`src/rtl/onb_inv_pkg.sv`:
```
package onb_inv_pkg;

  typedef struct packed {
    logic loadIn;    // capture operand into working and original registers
    logic saveAcc;   // copy working register before a squaring run
    logic rotAcc;    // one squaring (rotation) of the working register
    logic mulGo;     // start the serial multiplier
    logic mulOrig;   // second factor is the original operand
    logic takeProd;  // working register takes the product
    logic finish;    // result takes the square of the working register
    logic zeroOut;   // result forced to zero
  } invStrobe_t;

  // Coefficient of beta in beta^(2^i) * beta^(2^j) for a type-II normal basis
  function automatic logic lambdaBit(input int n, input int i, input int j);
    int p;
    int pi;
    int pj;
    int s;
    int d;
    p  = 2 * n + 1;
    pi = 1;
    pj = 1;
    for (int k = 0; k < i; k++) pi = (pi * 2) % p;
    for (int k = 0; k < j; k++) pj = (pj * 2) % p;
    s = (pi + pj) % p;
    d = (pi - pj + p) % p;
    return (s == 1) || (s == p - 1) || (d == 1) || (d == p - 1);
  endfunction

endpackage

```
`src/rtl/onb_serial_mul.sv`:
```
module onb_serial_mul #(
  parameter int N = 5
) (
  input  logic         clk,
  input  logic         rst,
  input  logic         start,
  input  logic [N-1:0] opA,
  input  logic [N-1:0] opB,
  output logic [N-1:0] prod,
  output logic         done
);
  import onb_inv_pkg::*;

  localparam int CW = $clog2(N + 1);

  logic [N-1:0]   aReg, bReg;
  logic [CW-1:0]  cnt;
  logic           busy;
  logic [N*N-1:0] terms;
  logic           bitOut;

  for (genvar i = 0; i < N; i++) begin : g_row
    for (genvar j = 0; j < N; j++) begin : g_col
      localparam logic LAM = lambdaBit(N, i, j);
      assign terms[i*N+j] = LAM & aReg[i] & bReg[j];
    end
  end

  assign bitOut = ^terms;

  always_ff @(posedge clk) begin
    if (rst) begin
      aReg <= '0;
      bReg <= '0;
      prod <= '0;
      cnt  <= '0;
      busy <= 1'b0;
      done <= 1'b0;
    end else begin
      done <= 1'b0;
      if (start) begin
        aReg <= opA;
        bReg <= opB;
        cnt  <= CW'(N);
        busy <= 1'b1;
      end else if (busy) begin
        prod <= {bitOut, prod[N-1:1]};
        aReg <= {aReg[0], aReg[N-1:1]};
        bReg <= {bReg[0], bReg[N-1:1]};
        cnt  <= cnt - 1'b1;
        if (cnt == CW'(1)) begin
          busy <= 1'b0;
          done <= 1'b1;
        end
      end
    end
  end

endmodule

```
`src/rtl/onb_inv_dpath.sv`:
```
module onb_inv_dpath #(
  parameter int N = 5
) (
  input  logic                    clk,
  input  logic                    rst,
  input  onb_inv_pkg::invStrobe_t stb,
  input  logic [N-1:0]            operand,
  output logic                    operandZero,
  output logic                    mulDone,
  output logic [N-1:0]            result
);
  logic [N-1:0] acc, saved, orig, prod, opB, accSq;

  assign operandZero = (operand == '0);
  assign accSq       = {acc[N-2:0], acc[N-1]};
  assign opB         = stb.mulOrig ? orig : saved;

  onb_serial_mul #(.N(N)) u_mul (
    .clk  (clk),
    .rst  (rst),
    .start(stb.mulGo),
    .opA  (acc),
    .opB  (opB),
    .prod (prod),
    .done (mulDone)
  );

  always_ff @(posedge clk) begin
    if (rst) begin
      acc    <= '0;
      saved  <= '0;
      orig   <= '0;
      result <= '0;
    end else begin
      if (stb.loadIn) begin
        acc  <= operand;
        orig <= operand;
      end else if (stb.rotAcc) begin
        acc <= accSq;
      end else if (stb.takeProd) begin
        acc <= prod;
      end
      if (stb.saveAcc) saved <= acc;
      if (stb.zeroOut) result <= '0;
      else if (stb.finish) result <= accSq;
    end
  end

endmodule

```
`src/rtl/onb_inv_ctrl.sv`:
```
module onb_inv_ctrl #(
  parameter int N = 5
) (
  input  logic                    clk,
  input  logic                    rst,
  input  logic                    start,
  input  logic                    operandZero,
  input  logic                    mulDone,
  output onb_inv_pkg::invStrobe_t stb,
  output logic                    busy,
  output logic                    done,
  output logic                    err
);
  localparam int M      = N - 1;
  localparam int TOPBIT = $clog2(M + 1) - 1;
  localparam int LW     = $clog2(N + 1);
  localparam int BW     = $clog2(N) + 1;
  localparam logic [31:0] MVEC = 32'(M);

  typedef enum logic [3:0] {
    S_IDLE, S_SAVE, S_ROT, S_MULGO, S_MULWAIT,
    S_ODDROT, S_ODDGO, S_ODDWAIT, S_NEXT, S_FINAL
  } invState_t;

  invState_t     state;
  logic [LW-1:0] lenCnt, sqCnt;
  logic [BW-1:0] bitIdx;

  assign busy = (state != S_IDLE);

  always_comb begin
    stb = '0;
    unique case (state)
      S_IDLE: begin
        stb.loadIn  = start & ~operandZero;
        stb.zeroOut = start & operandZero;
      end
      S_SAVE:    stb.saveAcc  = 1'b1;
      S_ROT:     stb.rotAcc   = 1'b1;
      S_MULGO:   stb.mulGo    = 1'b1;
      S_MULWAIT: stb.takeProd = mulDone;
      S_ODDROT:  stb.rotAcc   = 1'b1;
      S_ODDGO: begin
        stb.mulGo   = 1'b1;
        stb.mulOrig = 1'b1;
      end
      S_ODDWAIT: stb.takeProd = mulDone;
      S_FINAL:   stb.finish   = 1'b1;
      default: ;
    endcase
  end

  always_ff @(posedge clk) begin
    if (rst) begin
      state  <= S_IDLE;
      lenCnt <= '0;
      sqCnt  <= '0;
      bitIdx <= '0;
      done   <= 1'b0;
      err    <= 1'b0;
    end else begin
      done <= 1'b0;
      unique case (state)
        S_IDLE: if (start) begin
          if (operandZero) begin
            err  <= 1'b1;
            done <= 1'b1;
          end else begin
            err    <= 1'b0;
            lenCnt <= LW'(1);
            bitIdx <= BW'(TOPBIT - 1);
            state  <= S_SAVE;
          end
        end
        S_SAVE: begin
          sqCnt <= lenCnt;
          state <= S_ROT;
        end
        S_ROT: begin
          sqCnt <= sqCnt - 1'b1;
          if (sqCnt == LW'(1)) state <= S_MULGO;
        end
        S_MULGO: state <= S_MULWAIT;
        S_MULWAIT: if (mulDone) begin
          lenCnt <= lenCnt << 1;
          state  <= MVEC[bitIdx] ? S_ODDROT : S_NEXT;
        end
        S_ODDROT: begin
          lenCnt <= lenCnt + 1'b1;
          state  <= S_ODDGO;
        end
        S_ODDGO: state <= S_ODDWAIT;
        S_ODDWAIT: if (mulDone) state <= S_NEXT;
        S_NEXT: begin
          if (bitIdx == '0) state <= S_FINAL;
          else begin
            bitIdx <= bitIdx - 1'b1;
            state  <= S_SAVE;
          end
        end
        S_FINAL: begin
          done  <= 1'b1;
          state <= S_IDLE;
        end
        default: state <= S_IDLE;
      endcase
    end
  end

endmodule

```
`src/rtl/onb_fermat_inv.sv`:
```
module onb_fermat_inv #(
  parameter int N = 5
) (
  input  logic         clk,
  input  logic         rst,
  input  logic         start,
  input  logic [N-1:0] operand,
  output logic [N-1:0] result,
  output logic         done,
  output logic         err
);
  import onb_inv_pkg::*;

  invStrobe_t stb;
  logic       operandZero;
  logic       mulDone;
  logic       ctrlBusy;

  onb_inv_ctrl #(.N(N)) u_ctrl (
    .clk        (clk),
    .rst        (rst),
    .start      (start),
    .operandZero(operandZero),
    .mulDone    (mulDone),
    .stb        (stb),
    .busy       (ctrlBusy),
    .done       (done),
    .err        (err)
  );

  onb_inv_dpath #(.N(N)) u_dpath (
    .clk        (clk),
    .rst        (rst),
    .stb        (stb),
    .operand    (operand),
    .operandZero(operandZero),
    .mulDone    (mulDone),
    .result     (result)
  );

endmodule

```
`config.mk`:
```
export PLATFORM = sky130hd
export DESIGN_NAME = onb_fermat_inv
export DESIGN_NICKNAME = d
export VERILOG_FILES = /design/src/rtl/onb_inv_pkg.sv /design/src/rtl/onb_serial_mul.sv /design/src/rtl/onb_inv_dpath.sv /design/src/rtl/onb_inv_ctrl.sv /design/src/rtl/onb_fermat_inv.sv
export SDC_FILE = /design/constraint.sdc
export NUM_CORES = 1
export LEC_CHECK = 0
export ABC_AREA = 0
export BUFFER_PORTS_ARGS = -buffer_cell sky130_fd_sc_hd__buf_2
export CORE_MARGIN = 2
export CORE_UTILIZATION = 45
export CTS_BUF_LIST = sky130_fd_sc_hd__clkbuf_2 sky130_fd_sc_hd__clkbuf_4 sky130_fd_sc_hd__clkbuf_8
export DETAILED_ROUTE_END_ITERATION = 10
export PLACE_DENSITY = 0.59
export SYNTH_ARGS = -nofsm -noshare
export SYNTH_HDL_FRONTEND = slang
export SYNTH_SLANG_ARGS = --single-unit
```
`constraint.sdc`:
```
create_clock -name clk -period 2 [get_ports clk]
set_input_delay 0.2 -clock clk [delete_from_list [all_inputs] [get_ports clk]]
set_output_delay 0.2 -clock clk [all_outputs]
set_load 0.005 [all_outputs]
```
Word-level counts from Yosys, hierarchy flattened
Memories as Yosys holds them, arrays and structs flattened. A register that Yosys moved wholly into a read port is not among the register bits.
Cells that the tools add are included.
{"block": "word_totals", "ff_bits": 56, "romBits": 16, "in_bits": 8, "output_inout_bits": 7, "word_cells": 117, "n_memories": 1}
{"block": "classes", "add_sub_neg": 4, "n_lt_le_gt_ge": 1, "n_eq_ne": 17, "muxes": 43, "bitwise_logic": 14, "reduce_logical": 20}
{"memory": "(name not given)", "words": 16, "width": 1, "rd": 1, "rd_clocked_by_memory_dff": 1, "write_ports": 0, "line_no": "onb_inv_ctrl.sv:86", "source": "state <= MVEC[bitIdx] ? S_ODDROT : S_NEXT;"}
{"cell": "$mux W4", "count": 10}
{"cell": "$mux W5", "count": 8}
{"cell": "$pmux W4 S9", "count": 1}
{"cell": "$reduce_xor A25 Y1", "count": 1}
{"cell": "$eq A4 B3 Y1 const B", "count": 4}
{"cell": "$mux W1", "count": 15}
{"cell": "$mux W3", "count": 5}
{"cell": "$and A1 B1 Y1", "count": 11}
{"cell": "$reduce_or A2 Y1", "count": 5}
{"cell": "$pmux W3 S3", "count": 1}
{"cell": "$eq A4 B2 Y1 const B", "count": 2}
{"cell": "$eq A4 B4 Y1 const B", "count": 2}
{"cell": "$logic_not A4 Y1", "count": 2}
{"cell": "$pmux W4 S2", "count": 1}
{"cell": "$reduce_and A4 Y1", "count": 2}
{"cell": "$eq A3 B1 Y1 const B", "count": 2}
{"cell": "$lt A4 B6 Y1 const B", "count": 1}
{"cell": "$ne A2 B1 Y1 const B", "count": 3}
{"cell": "$ne A2 B2 Y1 const B", "count": 3}
{"cell": "$pmux W3 S2", "count": 1}
{"cell": "$reduce_bool A2 Y1", "count": 3}
{"cell": "$reduce_bool A3 Y1", "count": 2}
{"cell": "$sub A3 B1 Y3 const B", "count": 2}
{"cell": "$logic_not A5 Y1", "count": 1}
{"cell": "other kinds (8)", "count": 11}

Longest topological paths before layout
{"block": "depth", "word_depth": 6, "ltp_mapped": 7, "depth_no_buf": 7}

Cells and area by module
Synthesis repeated with hierarchy kept, for this count alone.
{"block": "unflattened", "hier_cells": 345, "area_unflattened_um2": 2944.1}
{"module": "onb_inv_ctrl", "n_inst": 1, "cells_per_inst": 137, "area_each_um2": 1116.1, "seq_area_each_um2": 340.3}
{"module": "onb_serial_mul", "n_inst": 1, "cells_per_inst": 114, "area_each_um2": 955.9, "seq_area_each_um2": 400.4}
{"module": "onb_inv_dpath", "n_inst": 1, "cells_per_inst": 94, "area_each_um2": 872.1, "seq_area_each_um2": 400.4}

Worst setup path before layout
OpenSTA, ideal clock, no wires.
{"block": "synth_path", "path_kind": "reg2reg", "from": "register u_ctrl.state[0]", "to": "register u_dpath.result[0]", "setup_ns": 0.117, "arrival_time_ns": 1.618, "required_ns": 1.883, "setup_slack_ns": 0.265, "stages_incl_launch_ff": 7, "path_buffers": 1, "synth_period_minus_slack_ns": 1.735, "path_cell_list": "dfxtp_1 > buf_4 > nor4_1 > nand2_1 > or3_1 > nand2_1 > nor2_1"}
{"block": "synth_between", "elab_chain_cells": 3, "word_cells_on_any_way": 5, "cone_classes": "eq/ne: 1; mux: 2; reduce/logical: 2"}
{"item": "start, declared", "line_no": "onb_inv_ctrl.sv:25", "source": "invState_t state;"}
{"item": "start signal, assigned", "line_no": "onb_inv_ctrl.sv:86"}
{"item": "$logic_not A4 Y1", "line_no": "onb_inv_ctrl.sv:33", "source": "unique case (state)"}
{"item": "$mux W1", "line_no": "onb_inv_ctrl.sv:33"}
{"item": "$reduce_or A2 Y1 (no source line)"}
{"item": "end signal, assigned", "line_no": "onb_inv_dpath.sv:45", "source": "else if (stb.finish) result <= accSq;"}
{"item": "end, declared", "line_no": "onb_inv_dpath.sv:10", "source": "output logic [N-1:0] result"}
Several ways; a longest one is shown, not always the timed one.
A chain may end at the register's enable or synchronous reset.

Worst setup path in the final report
{"block": "layout_path", "from": "register u_ctrl.state[1]", "to": "register u_dpath.acc[4]"}
{"block": "layout_between", "elab_chain_cells": 5, "word_cells_on_any_way": 13, "cone_classes": "eq/ne: 4; mux: 5; reduce/logical: 4"}
{"item": "$eq A4 B3 Y1 or $eq A4 B2 Y1 (tied branches)", "line_no": "onb_inv_ctrl.sv:33"}
{"item": "$reduce_or A2 Y1 (no source line)"}
{"item": "$mux W1", "line_no": "onb_inv_ctrl.sv:33"}
{"item": "$mux W5", "line_no": "onb_inv_dpath.sv:38", "source": "end else if (stb.rotAcc) begin"}
{"item": "$mux W5", "line_no": "onb_inv_dpath.sv:35", "source": "if (stb.loadIn) begin"}
{"item": "end signal, assigned", "line_no": "onb_inv_dpath.sv:36", "source": "acc <= operand;"}
{"item": "end signal, assigned", "line_no": "onb_inv_dpath.sv:39", "source": "acc <= accSq;"}
{"item": "end signal, assigned", "line_no": "onb_inv_dpath.sv:41", "source": "acc <= prod;"}
{"item": "end, declared", "line_no": "onb_inv_dpath.sv:12", "source": "logic [N-1:0] acc, saved, orig, prod, opB, accSq;"}
Several ways; a longest one is shown, not always the timed one.

==> flow_summary.toml <==
[route]
drc = 0
detail-route-antenna-nets = 0
drt_iter0_drc = 98
finalWirelength_microns = 6980
viasPerCell = 5.74
wl_per_cell_microns = 15.4
vias = 2595
detail_route.first_pass.iterations = 4

[worst_setup_path]
worst_path_max_delay_cell = "dfxtp_1"
cp_num_buf_inv = 2
crit_chain = "buf_4, inv_1, maj3_1, a21oi_2, a2111oi_1, o32ai_1"
critical_path_class = "reg -> reg"
slowest_delay_ns = 0.43
cp_data_required_time_ns = 2.24
cp-start-kind = "flip-flop"
crit_family = "compound AO/OA/AOI/OAI gates"
worstPathArrival_ns = 2.13
cp-end-kind = "flip-flop"
worstPathMaxFanout = 11

[floorplan]
die-area_sq_um = 7270
coreArea_sq_um = 6350
io_pins = 15
initial_core_util_pct = 46.8
die_y_microns = 85.2
die_x_microns = 85.2
row_count = 29

[global_routing]
use_met2_pct = 32.3
grt_pass1_vias = 2449
gr-usage-met3_pct = 3.31
grt.busiest_layer = "met2"
grt_max_degree = 39
antenna_found_initial = 0
grt_usage_pct = 20.5
met1_usage_pct = 28.4
grt_pass1_wl_microns = 11900
grt_remaining_overflow = 0

[yosys]
yosysMostFrequentCell = "dfxtp_1"
synthTopCellsByCount = "57 x dfxtp_1, 39 x a21oi_1, 35 x nand2_1, 35 x nor2_1, 18 x mux2i_1"
synthCells = 353
synth_area_per_cell_sq_um = 8.41
synth-main-ff-cell = "dfxtp_1"
ys_ff_latch = 57
seq_area_frac_synth_pct = 38.4
async_reset_ff_share_pct = 0
synth_cell_types = 62
ys_warn_count = 0
yosysTopAreaCell = "dfxtp_1"
synth-edff-count = 0
synth_area_leaders = "dfxtp_1 38%, a21oi_1 6.6%, mux2i_1 6.1%, nand2_1 4.4%, nor2_1 4.4%"
yosysTopAreaCellShare_pct = 38.4
synth_nets = 367
syn-cell-area_sq_um = 2970

[worst_hold_path]
hp-class = "in -> reg"

[placed_design]
place_congestion = 0.798
post-place-ws_ns = 0.0186
placed_area_sq_um = 3140
io_buffers = 14
dp_hpwl_microns = 5050

[sta]
slew_viol_final = 0
setup_viol = 0
rsz0062_at_grt = "true"
clock.fmax_mhz = 531
period_needed_ns = 1.88
tightest_slew_ns = 0.561
slew_headroom_pct = 62.3
setup_ws_ns = 0.117
period_share_pct = 94.2
fin_skew_ns = 0.0121
final-hold-violation-count = 0
final.setup.tns_ns = 0

[job]
max_cap_viol_count = 0

[power_and_ir_drop]
p_total_mw = 3.84
ir_drop_uv = 548
p_leak_nw = 1.19
power.density_nw_per_um2 = 1140

[cells_and_area]
fin_area_sq_um = 3370
drive_gt1_share_pct = 16.5
diodes = 0
final_nets = 384
fillCellCount = 592
utilization_pct = 53.0
syn_to_final_growth_pct = 13.3

[clocking]
clock_latency_ns = 0.34
cts_num_sinks = 57
cts_buffers = 9
cts_buffer_depth = 2
htree_levels = 3
clkTransAtPathRegs_ns = 0.08
cts_tree = "done"
clock_tree.root_cell = "clkbuf_8"

[run_status]
status = "complete, no violations"
## per-stage QoR
step                std cells  hold slack, ns
global route              452           0.154
detailed placement        435           0.447
floorplan                 353           0.358
global placement          435           0.442
CTS                       451           0.145
finish                    452           0.154
## what timing repair did
action | in CTS | in global routing
setup buffers | 0 | 1
endpoints found under the setup margin | 0 | 14
gates resized for setup | 0 | 8
hold buffers | 0 | 0
## cells in the final DEF (no fill, tap or decap), drive strengths merged, types with 8 or more instances in the layout
master	n
dfxtp	57
a21oi	41
nand2	35
nor2	35
buf	29
mux2i	18
inv	15
nand3	10
nand2b	9
clkbuf	9
nor2b	8
o21ai	8
## cells by family after synthesis
family	share of synthesized area, %
buffers and inverters	5.27
AOI/OAI and AO/OA	24.1
muxes	6.07
xor gates and xnor gates	1.77
adders and majority gates	2.86
and+or+nand+nor	21.5
DFF	38.4
## flip-flops by register name, indices dropped and copies added (netlist names), 3 cells and up, named ones only
signal              flops
u_dpath.orig            5
u_dpath.u_mul.bReg      5
u_dpath.u_mul.aReg      5
u_ctrl.sqCnt            3
u_ctrl.state            4
u_dpath.u_mul.cnt       3
u_ctrl.lenCnt           3
u_dpath.acc             5
u_dpath.result          5
u_dpath.u_mul.prod      5
u_ctrl.bitIdx           4
u_dpath.saved           5
## area by class of cell
class | count | area [sq um] | area share, %
clock buffers | 9 | 124 | 3.68
clock inverters | 7 | 77.6 | 2.30
inverters | 14 | 52.6 | 1.56
multi-input cells | 259 | 1690 | 50.2
flip-flops and latches | 57 | 1140 | 34.0
well taps | 77 | 96.3 | 2.86
repair buffers | 29 | 183 | 5.43
## path summary, 6_finish.rpt
path	startpoint	to	slack [ns]	cells past startpoint
setup / recovery	u_ctrl.state[1]	u_dpath.acc[4]	0.12	6
hold / removal	operand[2]	u_dpath.orig[2]	0.15	3
setup reg to reg	u_ctrl.state[1]	u_dpath.acc[4]	0.12	6
hold reg to reg	u_dpath.saved[2]	u_dpath.saved[2]	0.46	2
## per-layer routing
metal	share of wire (%)	vias to the layer above	wire, microns
met1	50	1238	3500
met3	2.2	6	155
met4	0.89	0	62
met2	47	26	3260
met5	0	-	0
li1	-	1325	-
## worst register-to-register path: stages, from the launching register on
cell and delay [ns]:
dfxtp_1 0.43, buf_4 0.22, inv_1 0.10, maj3_1 0.38, a21oi_2 0.29, a2111oi_1 0.09, o32ai_1 0.28
## where the power goes
| part | internal, mW | total [mW] | switching (mW) |
|---|---|---|---|
| clock | 0.585 | 1.10 | 0.517 |
| combinational | 0.509 | 1.25 | 0.741 |
| sequential | 1.29 | 1.49 | 0.195 |
No activity file was read; power rests on OpenSTA's default activity.
